--- src/rtl/rs_pkg.sv ---
package rs_pkg;
    parameter int DATA_W = 16;
    parameter int TAG_W  = 4;
    parameter int OP_W   = 4;

    typedef enum logic [1:0] {
        SLOT_EMPTY = 2'd0,
        SLOT_WAIT  = 2'd1,
        SLOT_EXEC  = 2'd2
    } slot_state_e;

    typedef struct packed {
        logic              rdy;
        logic [TAG_W-1:0]  tag;
        logic [DATA_W-1:0] val;
    } operand_t;

    typedef struct packed {
        slot_state_e       st;
        logic [OP_W-1:0]   op;
        logic [TAG_W-1:0]  dst;
        operand_t          a;
        operand_t          b;
    } slot_t;

    // Capture a broadcast result into a pending operand on tag match.
    function automatic operand_t snoop(operand_t o, logic bv,
                                       logic [TAG_W-1:0] bt,
                                       logic [DATA_W-1:0] bd);
        operand_t r;
        r = o;
        if (!o.rdy && bv && (bt == o.tag)) begin
            r.rdy = 1'b1;
            r.val = bd;
        end
        return r;
    endfunction

    // True when tag was allocated after ref_tag, relative to the head.
    function automatic logic is_younger(logic [TAG_W-1:0] tag,
                                        logic [TAG_W-1:0] ref_tag,
                                        logic [TAG_W-1:0] head);
        logic [TAG_W-1:0] d_tag;
        logic [TAG_W-1:0] d_ref;
        d_tag = tag - head;
        d_ref = ref_tag - head;
        return d_tag > d_ref;
    endfunction
endpackage

--- src/rtl/rs_free_pick.sv ---
module rs_free_pick #(
    parameter int N = 4
) (
    input  logic [N-1:0] occ,
    output logic [N-1:0] pick,
    output logic         any_free
);
    always_comb begin
        logic found;
        found = 1'b0;
        pick  = '0;
        for (int i = 0; i < N; i++) begin
            if (!occ[i] && !found) begin
                pick[i] = 1'b1;
                found   = 1'b1;
            end
        end
        any_free = found;
    end
endmodule

--- src/rtl/rs_age_matrix.sv ---
module rs_age_matrix #(
    parameter int N = 4
) (
    input  logic         clk,
    input  logic         rst,
    input  logic [N-1:0] alloc,
    input  logic [N-1:0] occ,
    input  logic [N-1:0] req,
    output logic [N-1:0] grant
);
    // older_q[i][j] = 1 : slot i was issued before slot j
    logic [N-1:0] older_q [N];

    always_ff @(posedge clk) begin
        if (rst) begin
            for (int i = 0; i < N; i++) older_q[i] <= '0;
        end else begin
            for (int i = 0; i < N; i++) begin
                for (int j = 0; j < N; j++) begin
                    if (alloc[i])
                        older_q[i][j] <= 1'b0;
                    else if (alloc[j])
                        older_q[i][j] <= occ[i];
                end
            end
        end
    end

    always_comb begin
        for (int i = 0; i < N; i++) begin
            logic blocked;
            blocked = 1'b0;
            for (int j = 0; j < N; j++) begin
                if (req[j] && older_q[j][i]) blocked = 1'b1;
            end
            grant[i] = req[i] && !blocked;
        end
    end
endmodule

--- src/rtl/rs_slot.sv ---
module rs_slot
    import rs_pkg::*;
(
    input  logic              clk,
    input  logic              rst,
    input  logic              load,
    input  slot_t             load_data,
    input  logic              fire,
    input  logic              kill,
    input  logic              bus_valid,
    input  logic [TAG_W-1:0]  bus_tag,
    input  logic [DATA_W-1:0] bus_data,
    output slot_t             q
);
    always_ff @(posedge clk) begin
        if (rst) begin
            q <= '0;
        end else if (load) begin
            q <= load_data;
        end else if (kill) begin
            q.st <= SLOT_EMPTY;
        end else begin
            case (q.st)
                SLOT_WAIT: begin
                    q.a <= snoop(q.a, bus_valid, bus_tag, bus_data);
                    q.b <= snoop(q.b, bus_valid, bus_tag, bus_data);
                    if (fire) q.st <= SLOT_EXEC;
                end
                SLOT_EXEC: begin
                    if (bus_valid && bus_tag == q.dst) q.st <= SLOT_EMPTY;
                end
                default: ;
            endcase
        end
    end
endmodule

--- src/rtl/rs_station.sv ---
module rs_station
    import rs_pkg::*;
#(
    parameter int NUM_SLOTS = 4
) (
    input  logic              clk,
    input  logic              rst,
    input  logic              iss_valid,
    input  logic [OP_W-1:0]   iss_op,
    input  logic [TAG_W-1:0]  iss_dst,
    input  logic              iss_a_rdy,
    input  logic [TAG_W-1:0]  iss_a_tag,
    input  logic [DATA_W-1:0] iss_a_val,
    input  logic              iss_b_rdy,
    input  logic [TAG_W-1:0]  iss_b_tag,
    input  logic [DATA_W-1:0] iss_b_val,
    input  logic              rob_free,
    output logic              iss_ready,
    input  logic              bus_valid,
    input  logic [TAG_W-1:0]  bus_tag,
    input  logic [DATA_W-1:0] bus_data,
    output logic              disp_valid,
    input  logic              disp_ready,
    output logic [OP_W-1:0]   disp_op,
    output logic [TAG_W-1:0]  disp_dst,
    output logic [DATA_W-1:0] disp_a,
    output logic [DATA_W-1:0] disp_b,
    input  logic              flush_valid,
    input  logic [TAG_W-1:0]  flush_tag,
    input  logic [TAG_W-1:0]  rob_head
);
    localparam int N = NUM_SLOTS;

    slot_t                slots [N];
    slot_t                new_slot;
    logic [N-1:0]         occ;
    logic [N-1:0]         ready;
    logic [N-1:0]         kill;
    logic [N-1:0]         pick;
    logic [N-1:0]         alloc;
    logic [N-1:0]         grant;
    logic [N*TAG_W-1:0]   dst_flat;
    logic                 any_free;
    logic                 iss_fire;

    assign iss_fire  = iss_valid && any_free && rob_free && !flush_valid;
    assign iss_ready = any_free;
    assign alloc     = iss_fire ? pick : '0;

    always_comb begin
        new_slot.st  = SLOT_WAIT;
        new_slot.op  = iss_op;
        new_slot.dst = iss_dst;
        new_slot.a   = snoop('{rdy: iss_a_rdy, tag: iss_a_tag, val: iss_a_val},
                             bus_valid, bus_tag, bus_data);
        new_slot.b   = snoop('{rdy: iss_b_rdy, tag: iss_b_tag, val: iss_b_val},
                             bus_valid, bus_tag, bus_data);
    end

    rs_free_pick #(.N(N)) u_pick (
        .occ      (occ),
        .pick     (pick),
        .any_free (any_free)
    );

    for (genvar g = 0; g < N; g++) begin : g_slot
        rs_slot u_slot (
            .clk       (clk),
            .rst       (rst),
            .load      (alloc[g]),
            .load_data (new_slot),
            .fire      (grant[g] && disp_ready),
            .kill      (kill[g]),
            .bus_valid (bus_valid),
            .bus_tag   (bus_tag),
            .bus_data  (bus_data),
            .q         (slots[g])
        );
        assign occ[g]   = (slots[g].st != SLOT_EMPTY);
        assign kill[g]  = flush_valid && occ[g] &&
                          is_younger(slots[g].dst, flush_tag, rob_head);
        assign ready[g] = (slots[g].st == SLOT_WAIT) && slots[g].a.rdy &&
                          slots[g].b.rdy && !kill[g];
        assign dst_flat[g*TAG_W +: TAG_W] = slots[g].dst;
    end

    rs_age_matrix #(.N(N)) u_age (
        .clk   (clk),
        .rst   (rst),
        .alloc (alloc),
        .occ   (occ),
        .req   (ready),
        .grant (grant)
    );

    always_comb begin
        disp_op  = '0;
        disp_dst = '0;
        disp_a   = '0;
        disp_b   = '0;
        for (int i = 0; i < N; i++) begin
            if (grant[i]) begin
                disp_op  = disp_op  | slots[i].op;
                disp_dst = disp_dst | slots[i].dst;
                disp_a   = disp_a   | slots[i].a.val;
                disp_b   = disp_b   | slots[i].b.val;
            end
        end
        disp_valid = |grant;
    end
endmodule

--- config.mk ---
export PLATFORM = sky130hd
export DESIGN_NAME = rs_station
export DESIGN_NICKNAME = d
export VERILOG_FILES = /design/src/rtl/rs_pkg.sv /design/src/rtl/rs_free_pick.sv /design/src/rtl/rs_age_matrix.sv /design/src/rtl/rs_slot.sv /design/src/rtl/rs_station.sv
export SDC_FILE = /design/constraint.sdc
export NUM_CORES = 1
export LEC_CHECK = 0
export ABC_AREA = 0
export BUFFER_PORTS_ARGS = -buffer_cell sky130_fd_sc_hd__clkbuf_2
export CORE_MARGIN = 1
export CORE_UTILIZATION = 40
export DETAILED_ROUTE_END_ITERATION = 10
export GPL_TIMING_DRIVEN = 0
export SYNTH_ARGS = -nofsm -noshare
export SYNTH_HDL_FRONTEND = slang
export SYNTH_SLANG_ARGS = --single-unit
--- constraint.sdc ---
create_clock -name clk -period 5.6 [get_ports clk]
set_clock_uncertainty 0.15 [all_clocks]
set_input_delay 1.12 -clock clk [delete_from_list [all_inputs] [get_ports clk]]
set_output_delay 1.12 -clock clk [all_outputs]
set_load 0.02 [all_outputs]
# Yosys cells after proc, flatten, opt, wreduce, memory -nomap -nowiden
# Memories as Yosys holds them, arrays and structs flattened.
# Cells that the tools add are included.
word_totals:
  ff_bits: 208
  mem_bits_rw: 16
  in_bits: 85
  out_inout_bits: 42
  word_cells: 445
  mem_count: 1
mem_list:
  columns: ["memory", "words", "word_bits", "rd", "rd_clocked_by_memory_dff", "write_ports", "line_no", "text"]
  rows:
  - ["u_age.older_q", 4, 4, 4, 0, 4, "rs_age_matrix.sv:12", "logic [N-1:0] older_q [N];"]
classes:
  add_sub_neg: 5
  n_lt_le_gt_ge: 4
  n_eq_ne: 42
  n_mux: 170
  bitwise: 40
  n_reduce_logical: 143
op_table:
  columns: ["op", "n"]
  rows:
  - ["2-to-1 mux 42 bit", 12]
  - ["2-to-1 mux 16 bit", 18]
  - ["2-to-1 mux 1 bit", 119]
  - ["bitwise OR 16 bit", 6]
  - ["logical AND 1 bit", 74]
  - ["== test 4 bit", 14]
  - ["AND reduction 3 bit", 16]
  - ["nonzero test 2 bit", 20]
  - ["2-to-1 mux 4 bit", 9]
  - ["inequality test 4 x 2 -> 1 bit, second input constant", 8]
  - ["bitwise OR 1 bit", 28]
  - ["logical NOT 1 bit", 24]
  - ["bitwise OR 4 bit", 6]
  - ["subtractor 4 bit", 5]
  - ["greater-than comparator 4 bit", 4]
  - ["2-to-1 mux 2 bit", 8]
  - ["inequality test 2 x 1 -> 1 bit, second input constant", 8]
  - ["case mux 2 bit (2 select lines)", 4]
  - ["nonzero test 4 bit", 4]
  - ["OR reduction 3 bit", 4]
  - ["== test 2 x 1 -> 1 bit, second input constant", 4]
  - ["== test 2 bit, second input constant", 4]
  - ["inequality test 2 bit, second input constant", 4]
  - ["OR reduction 4 bit", 1]

# Depth between registers and ports, before layout
# Gate-level depths: netlist of run 1.
depth:
  depth_word: 19
  depth_mapped: 16
  mapped_depth_nobuf: 13

# Hierarchy
# A second synthesis of run 1 with hierarchy kept.
hier_totals:
  cells_unflattened: 1581
  hier_area_um2: 13646.8
modules_own_cells:
  columns: ["module", "n_inst", "cells_each", "area_each_um2"]
  rows:
  - ["rs_slot", 4, 300, 2628.8]
  - ["rs_station", 1, 320, 2458.6]
  - ["rs_age_matrix", 1, 56, 636.9]
  - ["rs_free_pick", 1, 5, 36.3]

# Worst setup path after synthesis of run 1
# Ideal clock, no wire load.
synth_path:
  kind: "input to output"
  start: "input port rob_head[1]"
  end: "output port disp_a[0]"
  arrival_ns: 4.280
  setup_slack_ns: 0.050
  cell_stages: 13
  path_buffers: 1
  cell_sequence: "inv_1 > ha_1 > a21o_1 > a21oi_1 > xnor2_1 > ha_1 > and3b_1 > a311o_1 > a21o_1 > a2111oi_4 > clkbuf_1 > a22oi_1 > nand2_1"
synth_via:
  elab_chain_cells: 19
  word_cells_on_any_way: 68
synth_rtl:
  columns: ["item", "line_no", "text"]
  rows:
  - ["from (decl)", "rs_station.sv:30", "input logic [TAG_W-1:0] rob_head"]
  - ["subtractor 4 bit, on equally long branches", "rs_pkg.sv:45, rs_pkg.sv:46", null]
  - ["greater-than comparator 4 bit", "rs_pkg.sv:47", "return d_tag > d_ref;"]
  - ["logical AND 1 bit", "rs_station.sv:80", "assign kill[g] = flush_valid && occ[g] &&"]
  - ["logical NOT 1 bit", "rs_station.sv:83", "slots[g].b.rdy && !kill[g];"]
  - ["logical AND 1 bit", "rs_station.sv:83", null]
  - ["logical AND 1 bit", "rs_age_matrix.sv:34", "if (req[j] && older_q[j][i]) blocked = 1'b1;"]
  - ["2-to-1 mux 1 bit (4 in series)", "rs_age_matrix.sv:34", null]
  - ["logical NOT 1 bit", "rs_age_matrix.sv:36", "grant[i] = req[i] && !blocked;"]
  - ["logical AND 1 bit", "rs_age_matrix.sv:36", null]
  - ["2-to-1 mux 16 bit", "rs_station.sv:102", "if (grant[i]) begin"]
  - ["bitwise OR 16 bit", "rs_station.sv:105", "disp_a = disp_a | slots[i].a.val;"]
  - ["2-to-1 mux 16 bit", "rs_station.sv:102", null]
  - ["bitwise OR 16 bit", "rs_station.sv:105", null]
  - ["2-to-1 mux 16 bit", "rs_station.sv:102", null]
  - ["bitwise OR 16 bit", "rs_station.sv:105", null]
  - ["2-to-1 mux 16 bit *", "rs_station.sv:102", null]
  - ["to (decl)", "rs_station.sv:26", "output logic [DATA_W-1:0] disp_a,"]
# Every way passes the cells marked *; elsewhere a longest branch is shown, timed or not.

# Worst setup path in the final report of run 1
layout_path:
  start: "input port rob_head[1]"
  end: "output port disp_a[14]"
# Same word-level chain as after synthesis.

==> flow_summary.json, run 1 <==
{
  "status": "finished with violations",
  "failed_checks": "setup timing",
  "synthArstFlopShare_pct": 0,
  "syn_area_per_cell_sq_um": 8.44,
  "swShare_pct": 30.2,
  "syn_area_sq_um": 12500,
  "utilization_pct": 50.6,
  "path_max_fanout": 6,
  "hold_viol_final": 0,
  "wl_met2_um": 22000,
  "max_stage_delay_ps": 370,
  "cp.required_ps": 4330,
  "clkPwrFrac_pct": 39.4,
  "p_switching_mw": 1.25,
  "dr_total_vias": 12200,
  "grt_antenna_before_repair": 1,
  "slowest_stage": "a311o_1",
  "maxSlewHeadroom_pct": 35.8,
  "timing.final.crit_share_pct": 100,
  "hold_buffers": 0,
  "timing.rr.start": "g_slot[0].u_slot.q[42]",
  "synth-seq-cells": 220,
  "ioPinCount": 127,
  "wire_per_inst_um": 23.5,
  "numClockSinks": 220,
  "reg2reg_depth": 13,
  "final_cell_mix": "dfxtp_1, nand2_1, nor2_1, mux2i_1, a211oi_1",
  "yosysUniqueCellTypes": 55,
  "yosys_warnings": 0,
  "crit_chain": "buf_8, clkinvlp_4, buf_6, ha_4, a21o_1, a21oi_2, xnor2_1, ha_1, and3b_1, a311o_1, a21o_1, a2111oi_4, buf_6, clkbuf_16, a22oi_1, nand2_1, buf_6",
  "layout_commonest_cell": "dfxtp_1",
  "grt_max_degree": 13,
  "n_fill_cell": 2913,
  "cp_num_cells": 17,
  "fin_area_sq_um": 15500,
  "synth_area_leaders": "dfxtp_1, mux2i_1, nand2_1",
  "critical_path.startpoint": "rob_head[1]",
  "core_area_sq_um": 30700,
  "share_comb_of_total_power_pct": 19.3,
  "cp_num_buf_inv": 6,
  "synthCells": 1481,
  "clk_pin_slew_worst_paths_ps": 60,
  "routed_wl_um": 48200,
  "post-place-ws_ps": -1190,
  "start_util_pct": 40.8,
  "power.leakage_nw": 6.36,
  "power_density_nw_per_um2": 266,
  "grt_pass1_wl_um": 70500,
  "drv_cap": 0,
  "fp.dieH_um": 179,
  "cp_common_cell": "buf_6",
  "wl_met3_um": 4000,
  "vdd_drop_max_mv": 0.210,
  "overflow": 0,
  "crit_path_end_kind": "primary output",
  "dp_hpwl_um": 33700,
  "ctsLongestPathBuffers": 3,
  "hold_path_class": "flop to flop",
  "drive_gt1_share_pct": 19.9,
  "place_congestion": 0.918,
  "wl_met1_um": 19900,
  "die_area_sq_um": 32000,
  "h-tree-depth": 1,
  "syn-num-nets": 1606,
  "area_growth_pct": 24.2,
  "holdCritStartpoint": "g_slot[0].u_slot.q[6]",
  "yosysTopAreaCellShare_pct": 33.3,
  "die_w_um": 179,
  "synth_seq_area_share_pct": 36.2,
  "whs_ps": 309,
  "numCtsBuffers": 25,
  "via_per_inst": 5.95,
  "cts_root_buf": "clkbuf_16",
  "worst_slack_ps": -7.02,
  "synth_edf_count": 12,
  "fmax_mhz": 178,
  "drt_pass1_iterations": 6,
  "clk-insertion-delay-late_ps": 540,
  "multi_input_area_sq_um": 7740,
  "finalSetupViolCount": 1,
  "top_layer": "met4",
  "io_buffers": 103,
  "totalPowerFinal_mw": 4.13,
  "finalMaxSlewViolations": 0,
  "synthFlopType": "dfxtp_1",
  "seqPwrFrac_pct": 41.3,
  "p_int_mw": 2.88,
  "arrival_ps": 4340,
  "fin_nets": 1762,
  "ant_nets": 0,
  "route.detailed.drc": 0,
  "start_kind": "input pin",
  "ff_latch_area_sq_um": 4520,
  "rsz0062_at_grt": "true",
  "dpl-instance-area_sq_um": 13500,
  "path_delay_family": "compound AO/OA/AOI/OAI gates",
  "cts_tree": "yes",
  "drtIter0Drc": 1104,
  "rows": 64,
  "synth_area_leader_cell": "dfxtp_1",
  "period_minus_slack_ps": 5610,
  "worstHoldPathCells": 2,
  "first_global_vias": 11700,
  "tightest_slew_ps": 958,
  "grt_usage_pct": 29.5,
  "critPathKind": "input pin to primary output"
}
## metrics by stage
| stage | cells | setup TNS (ps) |
|---|---|---|
| 2_1_floorplan | 1481 | 0 |
| 3_3_place_gp | 1980 | -42800 |
| 3_5_place_dp | 1980 | -44040 |
| 4_1_cts | 2040 | 0 |
| 5_1_grt | 2050 | -1790 |
| 6_report | 2052 | -7.02 |
## layer usage
layer | track usage (%) | up-vias
li1 | - | 5555
met1 | 37.4 | 5860
met2 | 48.1 | 653
met3 | 5.20 | 139
met4 | 14.5 | 0
met5 | 0 | -
## kinds of logic (layout without fill, tap and decap cells)
logic type                 count (synthesis)  in the layout  synth area share (%)
DFF                                      220            220                  36.2
other                                      0              2                     0
muxes                                    150            150                  12.4
buffers and inverters                    169            342                  5.41
adders and majority gates                 40             40                  4.30
and+or+nand+nor                          476            476                  16.3
xor gates and xnor gates                  76             76                  5.48
AOI/OAI and AO/OA                        350            350                  19.9
## final timing paths
check	end	slack [ps]
worst min-delay path	g_slot[0].u_slot.q[6]	310
worst min register to register	g_slot[0].u_slot.q[6]	310
worst max register to register	g_slot[0].u_slot.q[7]	1540
worst max-delay path	disp_a[14]	-7
## power by group through the flow
stage          Combinational, mW  Sequential (mW)  Clock, mW
3_5_place_dp               0.710             1.73          0
3_3_place_gp               0.696             1.73          0
6_report                   0.796             1.70       1.63
4_1_cts                    0.743             1.70       1.62
5_1_grt                    0.860             1.71       1.69
2_1_floorplan              0.490             1.72          0
## worst register-to-register path, delay by kind of cell, from the launching register on
| kind | cells | cell delay, ps |
|---|---|---|
| AO/OA/AOI/OAI | 4 | 1230 |
| adder cells (fa/ha/maj) | 3 | 990 |
| buffers and inverters | 4 | 790 |
| flip-flops | 1 | 470 |
| AND/OR/NAND/NOR | 2 | 370 |
## cell type report
cell class / instances / share of cell area (%)
multi-input cells: 1092 / 49.9
flip-flops and latches: 220 / 29.1
repair buffers: 129 / 7.10
plain buffers: 134 / 4.77
clock buffers: 38 / 4.67
well taps: 396 / 3.19
inverters: 35 / 0.870
clock inverters: 6 / 0.379
diodes: 2 / 0.0322
## registers in the layout, summed over array words and instances, names as in the netlist
register	cells
u_age.older_q	12
g_slot.u_slot.q	208
## cell usage after synthesis (8+ instances only)
library cell / number
a211oi_1: 101
clkbuf_1: 106
buf_2: 15
nand2b_1: 8
xnor2_1: 51
dfxtp_1: 208
or3_1: 17
a21o_1: 11
edfxtp_1: 12
inv_1: 35
nor2_1: 168
nand2_1: 212
mux2i_1: 114
ha_1: 35
mux2_2: 32
nand4_1: 17
xor2_1: 24
nor3_1: 19
a22oi_1: 80
nand3_1: 15
a21oi_1: 103
o21ba_1: 9
## timing repair
action / 4_1_cts / 5_1_grt
pin swaps: 13 / 61
endpoints found under the setup margin: 41 / 41
cloned: 3 / 4
gates resized for setup: 76 / 208
buffers inserted: 13 / 6
No activity file was read; power rests on OpenSTA's default activity.
==> run 2: changes to the inputs <==
- CELL_PAD_IN_SITES_DETAIL_PLACEMENT: default -> 0
- CELL_PAD_IN_SITES_GLOBAL_PLACEMENT: default -> 2
- CORE_ASPECT_RATIO: default -> 0.6
- CORE_UTILIZATION: 40 -> 36
- PLACE_DENSITY_LB_ADDON: default -> 0.1
- SLEW_MARGIN: default -> 0
==> run 2 against run 1 <==
  * Critical path depth unchanged
  * Routed wire length increased by 15%
  * Highest routed layer unchanged
  * Register-to-register slack worse by 150 ps
  * Clock-buffer cell count is 4 lower
  * Hold slack worse by 3.3 ps
  * The run still ends with setup timing left
  * Utilization down 3.9 points
  * Sequential share of layout area is 0.64 points lower
  * Total power increased by 6.4%
  * Sequential power about the same
  * Critical path type unchanged
  * Global-route usage increased by 0.88 points
==> flow_summary.json, run 2 (synthesis gave the netlist of run 1 again) <==
{
  "start_kind": "input pin",
  "numClockSinks": 220,
  "critPathKind": "input pin to primary output",
  "drt_pass1_iterations": 5,
  "cts_tree": "yes",
  "fmax_mhz": 178,
  "power_density_nw_per_um2": 277,
  "grt_antenna_before_repair": 2,
  "clk-insertion-delay-late_ps": 550,
  "numCtsBuffers": 24,
  "via_per_inst": 5.77,
  "grt_usage_pct": 30.4,
  "drv_cap": 0,
  "cp_num_buf_inv": 6,
  "rows": 52,
  "core_area_sq_um": 34000,
  "vdd_drop_max_mv": 0.208,
  "clk_pin_slew_worst_paths_ps": 60,
  "h-tree-depth": 1,
  "totalPowerFinal_mw": 4.39,
  "rsz0062_at_grt": "true",
  "drive_gt1_share_pct": 21.6,
  "post-place-ws_ps": -1450,
  "cp.required_ps": 4330,
  "fp.dieH_um": 146,
  "cts_root_buf": "clkbuf_16",
  "first_global_vias": 11400,
  "period_minus_slack_ps": 5610,
  "place_congestion": 0.937,
  "crit_chain": "buf_8, clkinvlp_4, buf_6, ha_1, a21o_1, a21oi_2, xnor2_1, ha_1, and3b_1, a311o_2, a21oi_2, nor4b_4, buf_6, clkbuf_16, a22oi_2, nand2_1, clkbuf_2",
  "timing.final.crit_share_pct": 100,
  "failed_checks": "setup timing",
  "path_delay_family": "compound AO/OA/AOI/OAI gates",
  "routed_wl_um": 55600,
  "overflow": 0,
  "status": "finished with violations",
  "dpl-instance-area_sq_um": 13600,
  "area_growth_pct": 27.0,
  "top_register": "g_slot.u_slot.q",
  "io_buffers": 103,
  "wl_met1_um": 27500,
  "fin_nets": 1769,
  "worst_slack_ps": -14.3,
  "arrival_ps": 4340,
  "finalSetupViolCount": 5,
  "crit_path_end_kind": "primary output",
  "fin_area_sq_um": 15900,
  "route.detailed.drc": 0,
  "finalMaxSlewViolations": 0,
  "utilization_pct": 46.7,
  "grt_pass1_wl_um": 79000,
  "layout_commonest_cell": "dfxtp_1",
  "start_util_pct": 36.8,
  "top_layer": "met4",
  "largest_reg_flops": 208,
  "ctsLongestPathBuffers": 3,
  "wl_met3_um": 6510,
  "die_w_um": 243,
  "ioPinCount": 127,
  "slowest_stage": "a311o_2",
  "hold_path_class": "flop to flop",
  "final_cell_mix": "dfxtp_1, nand2_1, nor2_1, mux2i_1, a211oi_1",
  "die_area_sq_um": 35500,
  "largestRegisters": "g_slot.u_slot.q (208), u_age.older_q (12)",
  "max_stage_delay_ps": 470,
  "wl_met2_um": 20700,
  "power.leakage_nw": 6.47,
  "wire_per_inst_um": 26.2,
  "drtIter0Drc": 1199,
  "dr_total_vias": 12200,
  "path_max_fanout": 10,
  "maxSlewHeadroom_pct": 28.2,
  "hold_buffers": 0,
  "grt_max_degree": 15,
  "tightest_slew_ps": 1060,
  "fin_tns_setup_ps": -38.6,
  "hold_viol_final": 0,
  "dp_hpwl_um": 39800,
  "ant_nets": 0
}
-- run 2: changes by cell type in the layout (fill, tap and decap cells not counted), sizes merged --
cell and change:
clkinvlp +2, clkbuf +3, buf +1, diode -1, bufinv +2
-- run 2: final timing paths --
kind / cells past startpoint / slack (ps) / end / start
worst max-delay path: 17 / -10 / disp_a[15] / rob_head[1]
worst min-delay path: 2 / 310 / g_slot[2].u_slot.q[49] / g_slot[2].u_slot.q[49]
worst max register to register: 13 / 1390 / g_slot[0].u_slot.q[6] / g_slot[0].u_slot.q[42]
worst min register to register: 2 / 310 / g_slot[2].u_slot.q[49] / g_slot[2].u_slot.q[49]
-- run 2: worst register-to-register path, cell delays in order, from the launching register on --
cell and delay, ps:
dfxtp_1 520, inv_1 80, ha_1 220, fa_1 480
inv_1 40, ha_1 280, a21oi_1 100, o31ai_4 380
nand2_1 310, a21oi_1 600, buf_2 370, buf_2 370
nand2_1 100, a21oi_1 140
-- run 2: cell type report --
cell class,instances,area [sq um]
Antenna cell,1,2.50
Buffer,134,800
Clock buffer,34,721
Clock inverter,10,149
Fill cell,3382,18100
Inverter,35,140
Multi-Input combinational cell,1092,7890
Sequential cell,220,4520
Tap cell,459,574
Timing Repair Buffer,137,1080
-- run 2: routing by layer --
| layer | global-route usage, % | up-vias |
|---|---|---|
| met1 | 48.2 | 6001 |
| met3 | 9.45 | 54 |
| li1 | - | 5576 |
| met5 | 0 | - |
| met2 | 39.2 | 616 |
| met4 | 4.87 | 0 |
-- run 2: what timing repair did --
item	4_1_cts	5_1_grt
pin swaps	22	37
cloned	1	6
setup endpoints to repair	41	41
gates resized for setup	95	191
setup buffers	16	10
-- run 2: per-stage QoR --
stage                     instances  hold slack (ps)
after CTS                      2105              304
after detailed placement       2044              296
after floorplan                1481              282
after global routing           2121              325
after global placement         2043              289
final                          2122              305
-- run 2: power breakdown --
group	internal, mW	switching, mW	total, mW
sequential	1.65	0.0566	1.71
clock	1.04	0.748	1.79
combinational	0.337	0.556	0.893
